$ cat config.mk
export PLATFORM = sky130hd
export DESIGN_NAME = trig_bank
export DESIGN_NICKNAME = d
export VERILOG_FILES = /design/src/rtl/trig_pkg.sv /design/src/rtl/trig_sync.sv /design/src/rtl/trig_cmp.sv /design/src/rtl/trig_combine.sv /design/src/rtl/trig_bank.sv
export SDC_FILE = /design/constraint.sdc
export NUM_CORES = 1
export LEC_CHECK = 0
export BUFFER_PORTS_ARGS = -buffer_cell sky130_fd_sc_hd__buf_2
export CORE_UTILIZATION = 42
export DETAILED_ROUTE_END_ITERATION = 6
export PLACE_DENSITY = 0.8
export SETUP_SLACK_MARGIN = 0.1
export SYNTH_ARGS = -nofsm -noshare
export SYNTH_HDL_FRONTEND = slang
export SYNTH_SLANG_ARGS = --single-unit
$ cat constraint.sdc
create_clock -name clk -period 1.7 [get_ports clk]
set_input_delay 0.085 -clock clk [delete_from_list [all_inputs] [get_ports clk]]
set_output_delay 0.085 -clock clk [all_outputs]
set_load 0.01 [all_outputs]
$ cat src/rtl/trig_pkg.sv
// Shared encodings for the trigger comparator bank.
// Assumes: operator codes are 3 bits wide and the mode select is 2 bits wide.
package trig_pkg;
    localparam int OP_W = 3;

    typedef enum logic [OP_W-1:0] {
        OP_TRUE  = 3'd0,
        OP_FALSE = 3'd1,
        OP_EQ    = 3'd2,
        OP_LE    = 3'd3,
        OP_GE    = 3'd4,
        OP_GT    = 3'd5,
        OP_NE    = 3'd6,
        OP_RSVD  = 3'd7
    } cmp_op_e;

    typedef enum logic [1:0] {
        MODE_AND  = 2'd0,
        MODE_OR   = 2'd1,
        MODE_EXT  = 2'd2,
        MODE_NONE = 2'd3
    } trig_mode_e;
endpackage

$ cat src/rtl/trig_sync.sv
// Two-flop synchronizer that brings the asynchronous external trigger into the clock domain.
// Assumes: the input is a level that stays stable for at least two clock periods.
module trig_sync (
    input  logic clk,
    input  logic rst_n,
    input  logic async_in,
    output logic sync_out
);
    logic stage1_q;
    logic stage2_q;

    // Shift the asynchronous level through two flops.
    always_ff @(posedge clk) begin
        if (!rst_n) begin
            stage1_q <= 1'b0;
            stage2_q <= 1'b0;
        end else begin
            stage1_q <= async_in;
            stage2_q <= stage1_q;
        end
    end

    assign sync_out = stage2_q;
endmodule

$ cat src/rtl/trig_cmp.sv
// One channel comparator: tests the sample against the reference with the
// selected operator and registers the result.
// Assumes: unsigned values; operator code 7 is treated as never-match.
module trig_cmp
    import trig_pkg::*;
#(
    parameter int W = 8
) (
    input  logic            clk,
    input  logic            rst_n,
    input  logic [W-1:0]    sample,
    input  logic [W-1:0]    refv,
    input  logic [OP_W-1:0] op,
    output logic            hit
);
    logic match;

    // Evaluate the selected operator on the live sample.
    always_comb begin
        case (cmp_op_e'(op))
            OP_TRUE:  match = 1'b1;
            OP_EQ:    match = (sample == refv);
            OP_LE:    match = (sample <= refv);
            OP_GE:    match = (sample >= refv);
            OP_GT:    match = (sample >  refv);
            OP_NE:    match = (sample != refv);
            default:  match = 1'b0;
        endcase
    end

    // Register the comparison so the trigger path starts on a flop.
    always_ff @(posedge clk) begin
        if (!rst_n) hit <= 1'b0;
        else        hit <= match;
    end

    // the always-true operator yields a match on the next edge.
    assert_op_true_R2: assert property (@(posedge clk) disable iff (!rst_n)
        (op == OP_TRUE) |=> hit);

    // the never-true operators (code 1 and code 7) yield no match on the next edge.
    assert_op_false_R2: assert property (@(posedge clk) disable iff (!rst_n)
        (op == OP_FALSE || op == OP_RSVD) |=> !hit);
endmodule

$ cat src/rtl/trig_combine.sv
// Global combiner: reduces the channel hits or selects the synchronized external
// trigger, then gates the result with arm into a single-cycle pulse.
// Assumes: arm is synchronous to clk; a low arm level clears the fired state.
module trig_combine
    import trig_pkg::*;
#(
    parameter int NUM_CH = 4
) (
    input  logic              clk,
    input  logic              rst_n,
    input  logic [NUM_CH-1:0] hits,
    input  logic              ext_s,
    input  logic [1:0]        mode,
    input  logic              arm,
    output logic              trig_out
);
    logic cond;
    logic fired_q;

    // Select the combined trigger condition for the current mode.
    always_comb begin
        case (trig_mode_e'(mode))
            MODE_AND: cond = &hits;
            MODE_OR:  cond = |hits;
            MODE_EXT: cond = ext_s;
            default:  cond = 1'b0;
        endcase
    end

    // Remember that a pulse was issued; dropping arm clears the memory.
    always_ff @(posedge clk) begin
        if (!rst_n) fired_q <= 1'b0;
        else        fired_q <= arm & (fired_q | cond);
    end

    assign trig_out = arm & ~fired_q & cond;

    // no pulse while disarmed.
    assert_no_trig_disarmed_R8: assert property (@(posedge clk) disable iff (!rst_n)
        !arm |-> !trig_out);

    // the pulse never lasts two cycles.
    assert_single_pulse_R9: assert property (@(posedge clk) disable iff (!rst_n)
        trig_out |=> !trig_out);

    // in external mode a pulse needs the synchronized external level.
    assert_ext_only_R7: assert property (@(posedge clk) disable iff (!rst_n)
        (mode == MODE_EXT && trig_out) |-> ext_s);

    // the disabled mode never fires.
    assert_mode_off_R7: assert property (@(posedge clk) disable iff (!rst_n)
        (mode == MODE_NONE) |-> !trig_out);

    // an AND-mode pulse needs every channel to match.
    assert_and_all_R5: assert property (@(posedge clk) disable iff (!rst_n)
        (mode == MODE_AND && trig_out) |-> (hits == {NUM_CH{1'b1}}));
endmodule

$ cat src/rtl/trig_bank.sv
// Trigger comparator bank top: one registered comparator per probe channel,
// a synchronizer for the external trigger, and the global combiner.
// Assumes: all channels share the width CH_W; the fields are packed with channel 0 in the low bits.
module trig_bank
    import trig_pkg::*;
#(
    parameter int NUM_CH = 4,
    parameter int CH_W   = 8
) (
    input  logic                   clk,
    input  logic                   rst_n,
    input  logic [NUM_CH*CH_W-1:0] chan_sample,
    input  logic [NUM_CH*OP_W-1:0] chan_op,
    input  logic [NUM_CH*CH_W-1:0] chan_ref,
    input  logic [1:0]             trig_mode,
    input  logic                   ext_trig,
    input  logic                   arm,
    output logic                   trig_out
);
    logic [NUM_CH-1:0] hits;
    logic              ext_s;

    // One comparator per channel.
    for (genvar c = 0; c < NUM_CH; c++) begin : g_ch
        trig_cmp #(.W(CH_W)) i_cmp (
            .clk    (clk),
            .rst_n  (rst_n),
            .sample (chan_sample[c*CH_W +: CH_W]),
            .refv   (chan_ref[c*CH_W +: CH_W]),
            .op     (chan_op[c*OP_W +: OP_W]),
            .hit    (hits[c])
        );
    end

    trig_sync i_sync (
        .clk      (clk),
        .rst_n    (rst_n),
        .async_in (ext_trig),
        .sync_out (ext_s)
    );

    trig_combine #(.NUM_CH(NUM_CH)) i_combine (
        .clk      (clk),
        .rst_n    (rst_n),
        .hits     (hits),
        .ext_s    (ext_s),
        .mode     (trig_mode),
        .arm      (arm),
        .trig_out (trig_out)
    );
endmodule

==> flow_summary.rst <==
.. list-table::
   :header-rows: 1

   * - Metric
     - Value
   * - Routed length per instance
     - 9.11 um
   * - Data required, critical path
     - approximately 1600 ps
   * - Count of final hold-check violations
     - 0
   * - Pwr per Cell Area
     - 382 mW/mm2
   * - Number of ports placed on the die boundary
     - 83
   * - Max transition margin
     - about four fifths
   * - Cell chain of the critical path
     - or3_1 > a21oi_2 > o32ai_2 > and3b_1 > buf_2
   * - Slowest CP cell
     - or3_1
   * - Clock tree skew after final layout
     - 3.58 ps
   * - Synthesized area divided by synthesized cell count
     - 7.47 um2
   * - Inserted Clock Buffers
     - 3
   * - Maximum achievable frequency
     - 652 MHz
   * - Number of endpoints failing setup at the final stage
     - 0
   * - Nets@finish
     - ~360
   * - Via count of the first global-routing pass
     - 1240
   * - GRT Resource Usage Total
     - 17.4%
   * - Core outline area
     - around 0.0027 mm2
   * - Ratio of cells with drive above 1 in the final layout
     - between 30% and 40%
   * - H-Tree Depth
     - 1
   * - Hold-critical path depth
     - 2
   * - Maximum net fanout on the critical path
     - 2
   * - DIE WIDTH
     - 55.5 um
   * - Setup crit end kind
     - output port
   * - Worst slew pin tran
     - ~270 ps
   * - Number of library cell types mapped by synthesis
     - 25
   * - Capturing element of the worst setup path
     - trig_out
   * - Fill cells
     - 265
   * - Total Die Area
     - 0.00308 mm2
   * - Fraction of post-synthesis cell area in the top cell type by area
     - 33.3%
   * - Cell count after synthesis
     - 161
   * - Clock sink total
     - 7
   * - Routed vias/inst
     - 4.85
   * - Outcome
     - complete, no violations
   * - GRT Residual Overflow
     - 0
   * - Setup repair after global routing missed its margin
     - yes
   * - Clock root buffer
     - clkbuf_4
   * - Startpoint of the tightest hold check path
     - ext_trig
   * - Top cells by area, synth
     - ha_1 33%, dfxtp_1 12%, inv_1 12%
   * - Dpl hpwl
     - 2360 um
   * - Total number of vias
     - 1348
   * - Maximum number of pins on one net before global-route repair
     - 6
   * - Worst reg2reg startpoint
     - g_ch[3].i_cmp.hit
   * - DR DRC count
     - 0
   * - Fraction of the cycle the final worst path needs
     - approximately 90%
   * - Worst Reg-to-Reg Cells
     - 4
   * - First-pass GRT wire length
     - 4510 um
   * - Weighted congestion reported at the end of routability-driven placement
     - around 0.75
   * - Worst path arrival time
     - 1450 ps
   * - Startpoint class of the critical path
     - register
   * - Latest clock arrival within the worst-skew pair
     - about 250 ps
   * - Area growth, synth to finish
     - 40.5%
   * - Leakage component of the power
     - 0.993 nW
   * - Total wire length
     - 2530 um
   * - Die Height
     - 55.5 um
   * - Antenna violations before repair
     - 0
   * - Capture instance of the worst register-to-register path
     - i_combine.fired_q
   * - Final ANT Viol Nets
     - 0
   * - Effective utilization at floorplan
     - 44.0%
   * - Core Rows
     - 19
   * - Worst setup slack for register-to-register paths
     - 490 ps
   * - Antenna Cells
     - 0
   * - Clock tree from TritonCTS
     - done
   * - Number of violations reported at the end of detailed-routing iteration 0
     - 17
   * - Max-capacitance violation count
     - 0
   * - Port Buffers
     - 82
   * - Net count of the mapped netlist
     - 275
   * - Number of detailed-route iterations in the first pass
     - 4
   * - Bufs on Longest Clock Path
     - 2
   * - Delay of the slowest critical-path stage
     - 370 ps
   * - Setup TNS
     - 0 ps
   * - Origin of the worst setup path
     - g_ch[3].i_cmp.hit
   * - Clock-pin slew of the registers on the worst-case setup and hold paths
     - 50 ps
   * - Proportion of synthesized chip area in sequential cells
     - 11.7%
   * - Pwr Total
     - 0.645 mW
   * - Max rail drop VDD
     - ~0.36 mV
   * - Min-Delay Path Class
     - in -> reg
   * - #FFs+latches synth
     - 7
   * - Cell Area, Synth
     - 0.00120 mm2
   * - Most area-hungry cell type in the Yosys netlist
     - ha_1
   * - YS warnings
     - 0
   * - Count of pins over their slew limit
     - 0
   * - Min cycle time layout
     - 1530 ps
   * - Type of the worst setup path
     - reg -> out
   * - Setup repair bufs after CTS
     - 0
-- routing by layer --
layer / track usage, % / wire, um
met5: 0 / 0
met4: 4.29 / 29
met3: 5.39 / 142
met2: 30.6 / 1240
met1: 20.5 / 1120
-- cell usage after synthesis --
library cell   n
a211oi_1       1
a211oi_2       3
a21o_1         4
a21oi_1        8
a21oi_2        1
a311o_1        2
a311o_2        1
a311oi_1       1
a31oi_1        8
and2_1         6
and3b_1        1
dfxtp_1        7
ha_1          32
inv_1         37
nand2_1        9
nand4_1        8
nor2_1        12
nor2b_1        4
o211a_1        1
o211ai_1       4
o21a_1         1
o21ai_0        4
o31ai_1        1
o32ai_1        1
or3_1          4
-- sequential cells by signal, indices dropped and copies added (netlist names) --
name / count
g_ch.i_cmp.hit: 4
i_combine.fired_q: 1
i_sync.stage1_q: 1
i_sync.sync_out: 1
-- worst min-delay path by stage --
stage / endpoint / slack [ps]
after floorplan: g_ch[3].i_cmp.hit / 200
after detailed placement: i_sync.stage1_q / 300
final: i_sync.stage1_q / 50
after global placement: i_sync.stage1_q / 290
after global routing: i_sync.stage1_q / 30
after CTS: i_sync.stage1_q / 30
-- cell type report --
class	count	area (um2)	area share (%)
inverters	37	139	8.22
flip-flops and latches	7	140	8.30
well taps	31	38.8	2.30
repair buffers	82	410	24.3
multi-input cells	117	935	55.3
clock buffers	4	26.3	1.56
-- worst max-delay path, delay by kind of cell (launching register included) --
kind | cells | cell delay (ps)
and+or+nand+nor | 2 | 550
buffers and inverters | 1 | 130
AOI/OAI and AO/OA | 2 | 220
DFF | 1 | 300
-- power by group --
part | switching, mW | total, mW | internal (mW) | leakage, nW
logic | 0.144 | 0.316 | 0.171 | 0.920
registers | 0.00457 | 0.180 | 0.175 | 0.0578
clock network | 0.0595 | 0.149 | 0.0895 | 0.0150
-- repair_timing --
item | in CTS | in global routing
gates resized for setup | 0 | 2
hold buffers | 0 | 0
setup endpoints to repair | 0 | 1
-- stage by stage --
| step | worst slack (ps) | util [%] | cell area [um2] | hold WS, ps | instances |
|---|---|---|---|---|---|
| finish | 167 | 61.8 | 1690 | 46.7 | 278 |
| global route | 90.3 | 61.8 | 1690 | 33.3 | 278 |
| CTS | 137 | 61.4 | 1680 | 34.2 | 278 |
| detailed placement | 161 | 60.4 | 1650 | 301 | 274 |
| global placement | 182 | 60.4 | 1650 | 293 | 274 |
| floorplan | 355 | - | 1200 | 202 | 161 |
-- cells in the final DEF, fill, tap and decap left out --
cell	count
o21a_1	1
a21o_1	4
nor2_1	12
inv_1	37
and2_1	6
nand4_1	8
a311oi_1	1
nand2_1	9
nor2b_1	4
ha_1	32
dfxtp_1	7
o32ai_2	1
o211ai_1	4
a311o_1	2
a211oi_1	1
buf_2	82
o21ai_0	4
o211a_1	1
or3_1	4
a21oi_1	7
o31ai_1	1
clkbuf_1	1
a211oi_2	3
a31oi_1	8
a21oi_2	2
a311o_2	1
clkbuf_4	3
and3b_1	1
-- cells by family (layout without fill, tap and decap cells) --
group	count (synthesis)	after routing	synth area share [%]
AOI/OAI and AO/OA	41	41	24.8
buffers and inverters	37	123	11.6
and+or+nand+nor	44	44	18.7
adders and majority gates	32	32	33.3
DFF	7	7	11.7
No activity file was read; power rests on OpenSTA's default activity.
